`src/rtl/ost_pkg.sv`:
```
package ost_pkg;

    // Word offsets of the registers; the decode relies on them lying at
    // consecutive words starting at zero, in the order of reg_sel_e.
    localparam int OFF_TARGET = 'h0;
    localparam int OFF_COUNT  = 'h4;
    localparam int OFF_FLAG   = 'h8;
    localparam int OFF_ENABLE = 'hC;

    typedef enum logic [1:0] {
        REG_TARGET = 2'd0,
        REG_COUNT  = 2'd1,
        REG_FLAG   = 2'd2,
        REG_ENABLE = 2'd3
    } reg_sel_e;

    typedef struct packed {
        logic     hit;
        logic     is_wr;
        reg_sel_e which;
    } bus_dec_t;

endpackage

```
`src/rtl/ost_decode.sv`:
```
module ost_decode #(
    parameter int ADDR_W = 4
) (
    input  logic              sel,
    input  logic              wr,
    input  logic [ADDR_W-1:0] addr,
    output ost_pkg::bus_dec_t dec
);
    import ost_pkg::*;

    logic aligned;
    logic in_range;

    always_comb begin
        aligned  = (addr[1:0] == 2'b00);
        in_range = ((addr >> 4) == '0);
        dec      = '0;
        if (sel && aligned && in_range) begin
            dec.hit   = 1'b1;
            dec.is_wr = wr;
            dec.which = reg_sel_e'(addr[3:2]);
        end
    end

endmodule

```
`src/rtl/ost_countdown.sv`:
```
module ost_countdown #(
    parameter int DATA_W = 32
) (
    input  logic              clk,
    input  logic              rst_n,
    input  logic              tick,
    input  logic              load,
    input  logic [DATA_W-1:0] load_val,
    output logic              expire,
    output logic [DATA_W-1:0] cur_value
);
    localparam logic [DATA_W-1:0] ALL_ONES = '1;

    typedef struct packed {
        logic [DATA_W-1:0] target;
        logic [DATA_W-1:0] remain;
        logic [DATA_W-1:0] last;
        logic              run;
    } cd_state_t;

    cd_state_t st_d, st_q;

    // Countdown length from the last reached value to a new target,
    // folding the 32-bit rollover into the distance.
    function automatic logic [DATA_W-1:0] span(input logic [DATA_W-1:0] tgt,
                                               input logic [DATA_W-1:0] from);
        if (tgt > from) begin
            span = tgt - from;
        end else begin
            span = tgt + (ALL_ONES - from);
        end
    endfunction

    always_comb begin
        st_d   = st_q;
        // A zero-length span (target 0 from all-ones) also ends on the first tick.
        expire = st_q.run && tick && (st_q.remain <= {{(DATA_W-1){1'b0}}, 1'b1});
        if (st_q.run && tick) begin
            if (expire) begin
                st_d.remain = '0;
                st_d.run    = 1'b0;
                st_d.last   = st_q.target;
            end else begin
                st_d.remain = st_q.remain - 1'b1;
            end
        end
        if (load) begin
            st_d.target = load_val;
            st_d.remain = span(load_val, st_q.last);
            st_d.run    = 1'b1;
        end
        cur_value = st_q.target - st_q.remain;
    end

    always_ff @(posedge clk or negedge rst_n) begin
        if (!rst_n) begin
            st_q <= '0;
        end else begin
            st_q <= st_d;
        end
    end

endmodule

```
`src/rtl/ost_ctrl.sv`:
```
module ost_ctrl #(
    parameter int DATA_W = 32
) (
    input  logic              clk,
    input  logic              rst_n,
    input  logic              wr_flag,
    input  logic              wr_enable,
    input  logic [DATA_W-1:0] wdata,
    input  logic              expire,
    output logic [DATA_W-1:0] enable,
    output logic              flag,
    output logic              err
);
    typedef struct packed {
        logic [DATA_W-1:0] enable;
        logic              flag;
        logic              err;
    } ctl_state_t;

    ctl_state_t st_d, st_q;

    always_comb begin
        st_d     = st_q;
        st_d.err = 1'b0;
        if (wr_enable) begin
            st_d.enable = wdata;
        end
        if (wr_flag) begin
            if (wdata == '0) begin
                st_d.flag = 1'b0;
            end else begin
                st_d.err = 1'b1;
            end
        end
        // An event on the same edge as a clear is kept.
        if (expire && (st_q.enable != '0)) begin
            st_d.flag = 1'b1;
        end
    end

    always_ff @(posedge clk or negedge rst_n) begin
        if (!rst_n) begin
            st_q <= '0;
        end else begin
            st_q <= st_d;
        end
    end

    assign enable = st_q.enable;
    assign flag   = st_q.flag;
    assign err    = st_q.err;

endmodule

```
`src/rtl/ost_timer.sv`:
```
module ost_timer #(
    parameter int DATA_W = 32,
    parameter int ADDR_W = 4
) (
    input  logic              clk,
    input  logic              rst_n,
    input  logic              tick,
    input  logic              bus_sel,
    input  logic              bus_wr,
    input  logic [ADDR_W-1:0] bus_addr,
    input  logic [DATA_W-1:0] bus_wdata,
    output logic [DATA_W-1:0] bus_rdata,
    output logic              irq,
    output logic              err
);
    import ost_pkg::*;

    bus_dec_t          dec;
    logic              wr_target;
    logic              wr_flag;
    logic              wr_enable;
    logic              cd_expire;
    logic [DATA_W-1:0] cur_value;
    logic [DATA_W-1:0] enable_q;
    logic              flag_q;

    ost_decode #(.ADDR_W(ADDR_W)) u_dec (
        .sel  (bus_sel),
        .wr   (bus_wr),
        .addr (bus_addr),
        .dec  (dec)
    );

    always_comb begin
        wr_target = dec.hit && dec.is_wr && (dec.which == REG_TARGET);
        wr_flag   = dec.hit && dec.is_wr && (dec.which == REG_FLAG);
        wr_enable = dec.hit && dec.is_wr && (dec.which == REG_ENABLE);
    end

    ost_countdown #(.DATA_W(DATA_W)) u_cd (
        .clk       (clk),
        .rst_n     (rst_n),
        .tick      (tick),
        .load      (wr_target),
        .load_val  (bus_wdata),
        .expire    (cd_expire),
        .cur_value (cur_value)
    );

    ost_ctrl #(.DATA_W(DATA_W)) u_ctl (
        .clk       (clk),
        .rst_n     (rst_n),
        .wr_flag   (wr_flag),
        .wr_enable (wr_enable),
        .wdata     (bus_wdata),
        .expire    (cd_expire),
        .enable    (enable_q),
        .flag      (flag_q),
        .err       (err)
    );

    always_comb begin
        bus_rdata = '0;
        if (dec.hit && !dec.is_wr) begin
            unique case (dec.which)
                REG_TARGET: bus_rdata = '0;
                REG_COUNT:  bus_rdata = cur_value;
                REG_FLAG:   bus_rdata = {{(DATA_W-1){1'b0}}, flag_q};
                REG_ENABLE: bus_rdata = enable_q;
                default:    bus_rdata = '0;
            endcase
        end
    end

    assign irq = flag_q;

endmodule

```
`config.mk`:
```
export PLATFORM = sky130hd
export DESIGN_NAME = ost_timer
export DESIGN_NICKNAME = d
export VERILOG_FILES = /design/src/rtl/ost_pkg.sv /design/src/rtl/ost_decode.sv /design/src/rtl/ost_countdown.sv /design/src/rtl/ost_ctrl.sv /design/src/rtl/ost_timer.sv
export SDC_FILE = /design/constraint.sdc
export NUM_CORES = 1
export LEC_CHECK = 0
export BUFFER_PORTS_ARGS = -buffer_cell sky130_fd_sc_hd__buf_2
export CAP_MARGIN = 10
export CORE_MARGIN = 2
export CORE_UTILIZATION = 55
export DETAILED_ROUTE_END_ITERATION = 12
export HOLD_SLACK_MARGIN = 0.08
export PLACE_DENSITY = 0.77
export SYNTH_ARGS = -nofsm -noshare
export SYNTH_HDL_FRONTEND = slang
export SYNTH_SLANG_ARGS = --single-unit
```
`constraint.sdc`:
```
create_clock -name clk -period 3.8 [get_ports clk]
set_input_delay 0.76 -clock clk [delete_from_list [all_inputs] [get_ports clk]]
set_output_delay 0.76 -clock clk [all_outputs]
set_load 0.02 [all_outputs]
```
Yosys cells after proc, flatten, opt, wreduce, memory -nomap -nowiden:

Cells that the tools add are included.

* latch bits: 0
* RAM bits: 0
* bits in read-only memories: 0
* memories: 0
* register bits after elaboration: 131

* order comparisons: 2
* muxes and demuxes: 13
* divide/modulo/power cells: 0
* reductions and logical operators: 21
* equality and inequality tests: 3
* bitwise operators: 0
* add/subtract/negate cells: 5
* shift-type cells: 0
* multiply operators: 0

Operator list (number)
* 32-bit 2-to-1 mux: 4
* 32-bit one-hot mux with 4 select lines: 1
* 65-bit 2-to-1 mux: 1
* 32-bit subtractor: 2
* 33-bit 2-to-1 mux: 1
* 32-bit adder: 1
* 32-bit greater-than comparator: 1
* 32-bit by 1-bit <= comparator with 1-bit output, second input constant: 1
* 32-bit logical NOT: 1
* 32-bit nonzero test: 1
* 32-bit by 1-bit subtractor with 32-bit output, second input constant: 1
* 32-bit subtractor, first input constant: 1
* 1-bit logical AND: 9
* 2-bit nonzero test: 4
* 2-bit AND reduction: 3
* 2-bit equality test, second input constant: 2
* 2-bit logical NOT: 2
* 1-bit 2-to-1 mux: 4
* 4-bit 2-to-1 mux: 1
* 2-bit by 1-bit equality test with 1-bit output, second input constant: 1
* 2-bit 2-to-1 mux: 1
* 1-bit logical NOT: 1

Logic depth before layout (Yosys ltp):

* depth after elaboration: 7
* mapped depth: 15
* depth with buffers taken out: 15

Cells and area by module:

A second synthesis with hierarchy kept.

* cells, all modules: 1159
* area, all modules: 10004.6 sq um

Modules (own cells, without submodules)
* ost_countdown: times used 1, area each 8025.2 sq um, cells an instance 979, seq. area each 2427.3 sq um
* ost_ctrl: times used 1, area each 1396.3 sq um, cells an instance 96, seq. area each 850.8 sq um
* ost_timer: times used 1, area each 538.0 sq um, cells an instance 80, seq. area each 0.0 sq um
* ost_decode: times used 1, area each 45.0 sq um, cells an instance 4, seq. area each 0.0 sq um

Worst setup path after synthesis:

OpenSTA, ideal clock, no wires.

* path type: flip-flop to output port
* from: register u_cd.st_q[33] (netlist bit)
* to: output port bus_rdata[30]
* path slack: -0.247 ns
* arrival: 3.287 ns
* stages on the path, launching flop included: 15
* path through: dfrtp_1 -> ha_1 -> fa_1 -> nor2b_1 -> o21ai_0 -> a21boi_1 -> o21ai_0 -> a31oi_1 -> o21ai_0 -> o21ai_1 -> a32oi_1 -> o31ai_1 -> xnor2_1 -> mux2i_1 -> nor2_1

* longest elaborated chain between the ends: 3

RTL lines
* start: declaration: line ost_countdown.sv:21 `cd_state_t st_d, st_q;`
* start signal: assignment: line ost_countdown.sv:59 `st_q <= st_d;`
* 32-bit subtractor: line ost_countdown.sv:52 `cur_value = st_q.target - st_q.remain;`
* 32-bit one-hot mux with 4 select lines: line ost_timer.sv:65 `unique case (dec.which)`
* 32-bit 2-to-1 mux: line ost_timer.sv:64 `if (dec.hit && !dec.is_wr) begin`
* end: declaration: line ost_timer.sv:12 `output logic [DATA_W-1:0] bus_rdata,`

No other way between the ends.

Worst setup path in the final report:

* from: register u_cd.st_q[34] (netlist bit)
* to: output port bus_rdata[31]

Same word-level chain as after synthesis.

==> results.md <==
- Initial Util: 0.5558
- DRT iter0 DRCs: 1170
- Outcome: finished, violations left
- Crit Path Max Fanout: 2
- # hold bufs at CTS: 0
- TritonCTS Buffers: 17
- Post-synth top cells: nand2_1 (212), dfrtp_1 (131), nor2_1 (116)
- WL final: 33.82 mm
- CP required: 3.04 ns
- Min Tclk post-route: 4.366 ns
- Failing checks: negative setup slack
- Synth Area in Compound Gates: 0.2120
- Hold slack: 0.3561 ns
- Drt wl/cell: 19.59 um
- Max Root-Sink Buffers: 2
- Vias in the first global route: 10439
- Die area: 0.01906 mm^2
- Die width: 138.0 um
- Comb power frac: 0.535
- Sw power: 0.003220 W
- Area leader, netlist: dfrtp_1
- Dpl ws: -0.6246 ns
- Clk_skew: 0.01452 ns
- Input/output buffers: 74
- Fmax: 229.1 MHz
- Post-Synth Adder-Cell Area: 0.09091
- Placed cell areas: 0.01173 mm^2
- Overflow after GRT: 0
- Htree depth: 4
- CTS tree: built
- DRC violations left: 0
- Crit path cell chain: inv_2, ha_4, nor2b_4, o21ai_2, a21boi_2, o211ai_1, a41oi_2, a211oi_4, nor2_2, a31o_4, a221oi_2, buf_4, xnor2_4, mux2i_1, nor2_1, buf_4
- Post-synthesis sequential area ratio: 0.3317
- Area Growth Syn to Fin: 31.43%
- Antenna diodes: 0
- Worst EP arrival: 3.61 ns
- First-pass DRT Iterations: 6
- Worst Hold Class: in2async
- Final Hold Fails: 0
- Max Cap Viol: 0
- Top-count cell post-synth: nand2_1
- Cell variety after synth: 70
- Layout cells sized above 1: 0.2752
- Lkg Pwr: 6.413 nW
- VDD IR max: 0.3598 mV
- YS warnings: 0
- Die Ht: 138.0 um
- Worst setup margin: -0.5657 ns
- Placer Congestion: 0.9385
- Final ANT Viol Nets: 0
- Final Max Slew Viols: 0
- Slew headroom: 0.4516
- Clock power frac: 0.236
- Final Non-Filler Cells: 1726
- DP Cell Count: 1676
- Clock root cell: clkbuf_16
- Largest family of logic cells by synthesized area: simple AND/OR/NAND/NOR gates
- Sw frac: 0.3919
- Area fraction in and, or, nand and nor cells after synthesis: 0.2187
- Slowest-stage cell, CP: dfrtp_1
- Synth Flop Type: dfrtp_1
- Post-synthesis xor/xnor area fraction: 0.04875
- GRT Resource Usage Total: 0.3496
- CP startpoint kind: flip-flop
- Internal: 0.004996 W
- Total Power: 0.008216 W
- CP Class: reg2out
- Post-synthesis net count: 1359
- Final Cell Area: 0.01299 mm^2
- Core area: 0.01778 mm^2
- Mux cell area share after synthesis: 0.04229
- Share of Yosys cell area claimed by the top area cell type: 0.3317
- Tcrit/Tclk final: 1.149
- Number of synthesized flops with an enable pin: 0
- DR vias: 10497
- Slew @ Worst Pin: 0.8226 ns
- Synth area leaders: dfrtp_1 (33%), ha_1 (8.5%), nand2_1 (8.1%)
- CP peak stage delay: 0.40 ns
- Setup Viol. Count Final: 21
- Num rows: 49
- Pwr/cell area: 632.6 mW/mm^2
- Register-to-register setup slack: 0.22 ns
- FF+latch count, synth: 131
- DPL Wire Length: 23.62 mm
- # IOs: 75
- Fraction of registers with async set/reset: 1.000
- Later-pin clock latency in the skew report: 0.44 ns
- CTS sink count: 131
- Avg Cell Area, Syn: 7.918 um^2
- Mapped Area: 0.009882 mm^2
- Vias per cell: 6.082
- Cell mode on critical path: buf_4
- Initial antenna violation count: 0
- Reg power frac: 0.230
- Syn Inst Count: 1248
- Largest net degree at the start of global routing: 82
- Worst-path clk slew: 0.06 ns
- CP Capture Type: output port
- RSZ-0062 raised after global routing: true
- Global-route wire length before repair: 53.30 mm
- Final net count: 1595
==> metrics by stage <==
stage | util | setup TNS [ns]
floorplan | - | 0
global placement | 0.6599 | -4.661
detailed placement | 0.6599 | -6.640
CTS | 0.7205 | -6.618
global route | 0.7305 | -9.408
finish | 0.7305 | -6.378
==> per-layer routing <==
layer | routed length [um] | track usage | share of wire | vias up
li1 | - | - | - | 4850
met1 | 13400 | 0.4269 | 0.40 | 4991
met2 | 16270 | 0.5797 | 0.48 | 521
met3 | 2261 | 0.05507 | 0.067 | 135
met4 | 1875 | 0.2213 | 0.055 | 0
met5 | 0 | 0 | 0 | -
==> path summary, 6_finish.rpt <==
check / startpoint / to / cells after the start
min in group clk: u_cd.st_q[0] / u_cd.st_q[0] / 2
max reg2reg: u_cd.st_q[1] / u_cd.st_q[58] / 15
max in group asynchronous: rst_n / u_cd.st_q[24] / 2
min: rst_n / u_ctl.enable[2] / 1
min reg2reg: u_cd.st_q[0] / u_cd.st_q[0] / 2
max: u_cd.st_q[34] / bus_rdata[31] / 16
==> power by group through the flow <==
| stage | registers [W] | logic, W | clock network (W) |
|---|---|---|---|
| finish | 0.00189 | 0.00439 | 0.00194 |
| global route | 0.00191 | 0.00473 | 0.00200 |
| CTS | 0.00187 | 0.00405 | 0.00194 |
| detailed placement | 0.00188 | 0.00357 | 0 |
| global placement | 0.00187 | 0.00351 | 0 |
| floorplan | 0.00187 | 0.00219 | 0 |
==> repair_timing <==
item,CTS,global route
endpoints found under the setup margin,23,28
pin swaps,36,41
setup buffers,20,11
gates resized for setup,60,40
==> area by class of cell <==
| class | count | area (um^2) |
|---|---|---|
| clock buffers | 20 | 456.7 |
| clock inverters | 12 | 226.5 |
| fillers | 1289 | 4792 |
| inverters | 86 | 322.8 |
| multi-input cells | 976 | 6445 |
| flip-flops and latches | 131 | 3278 |
| well taps | 229 | 286.5 |
| repair buffers | 272 | 1972 |
==> cells by family (layout without fill, tap and decap cells) <==
logic type,Yosys count,in the layout
multiplexers,38,38
flip-flops,131,131
buffers and inverters,141,390
adder cells (fa/ha/maj),70,70
XOR/XNOR,55,55
AO/OA/AOI/OAI,336,336
AND/OR/NAND/NOR,477,477
==> state kept, by name, indices dropped and copies added (netlist names) <==
name,cells
u_ctl.enable,32
u_ctl.err,1
u_cd.st_q,97
u_ctl.flag,1
==> critical path: cells and delay by family (launching register included) <==
family / cells / cell delay [ns]
AO/OA/AOI/OAI: 7 / 1.63
buffers and inverters: 3 / 0.42
flip-flops: 1 / 0.40
AND/OR/NAND/NOR: 3 / 0.30
adder cells (fa/ha/maj): 1 / 0.20
XOR/XNOR: 1 / 0.12
multiplexers: 1 / 0.09
==> placed cells by master, fill, tap and decap left out, types with 35 or more instances in the layout <==
cell | synthesis | routed
nand2_1 | 212 | 211
buf_4 | 1 | 206
dfrtp_1 | 131 | 131
nor2_1 | 116 | 111
o21ai_0 | 105 | 96
a21oi_1 | 102 | 93
inv_1 | 86 | 83
ha_1 | 67 | 62
buf_2 | 14 | 55
a21o_1 | 35 | 35
(Power assumes the default switching activity.)
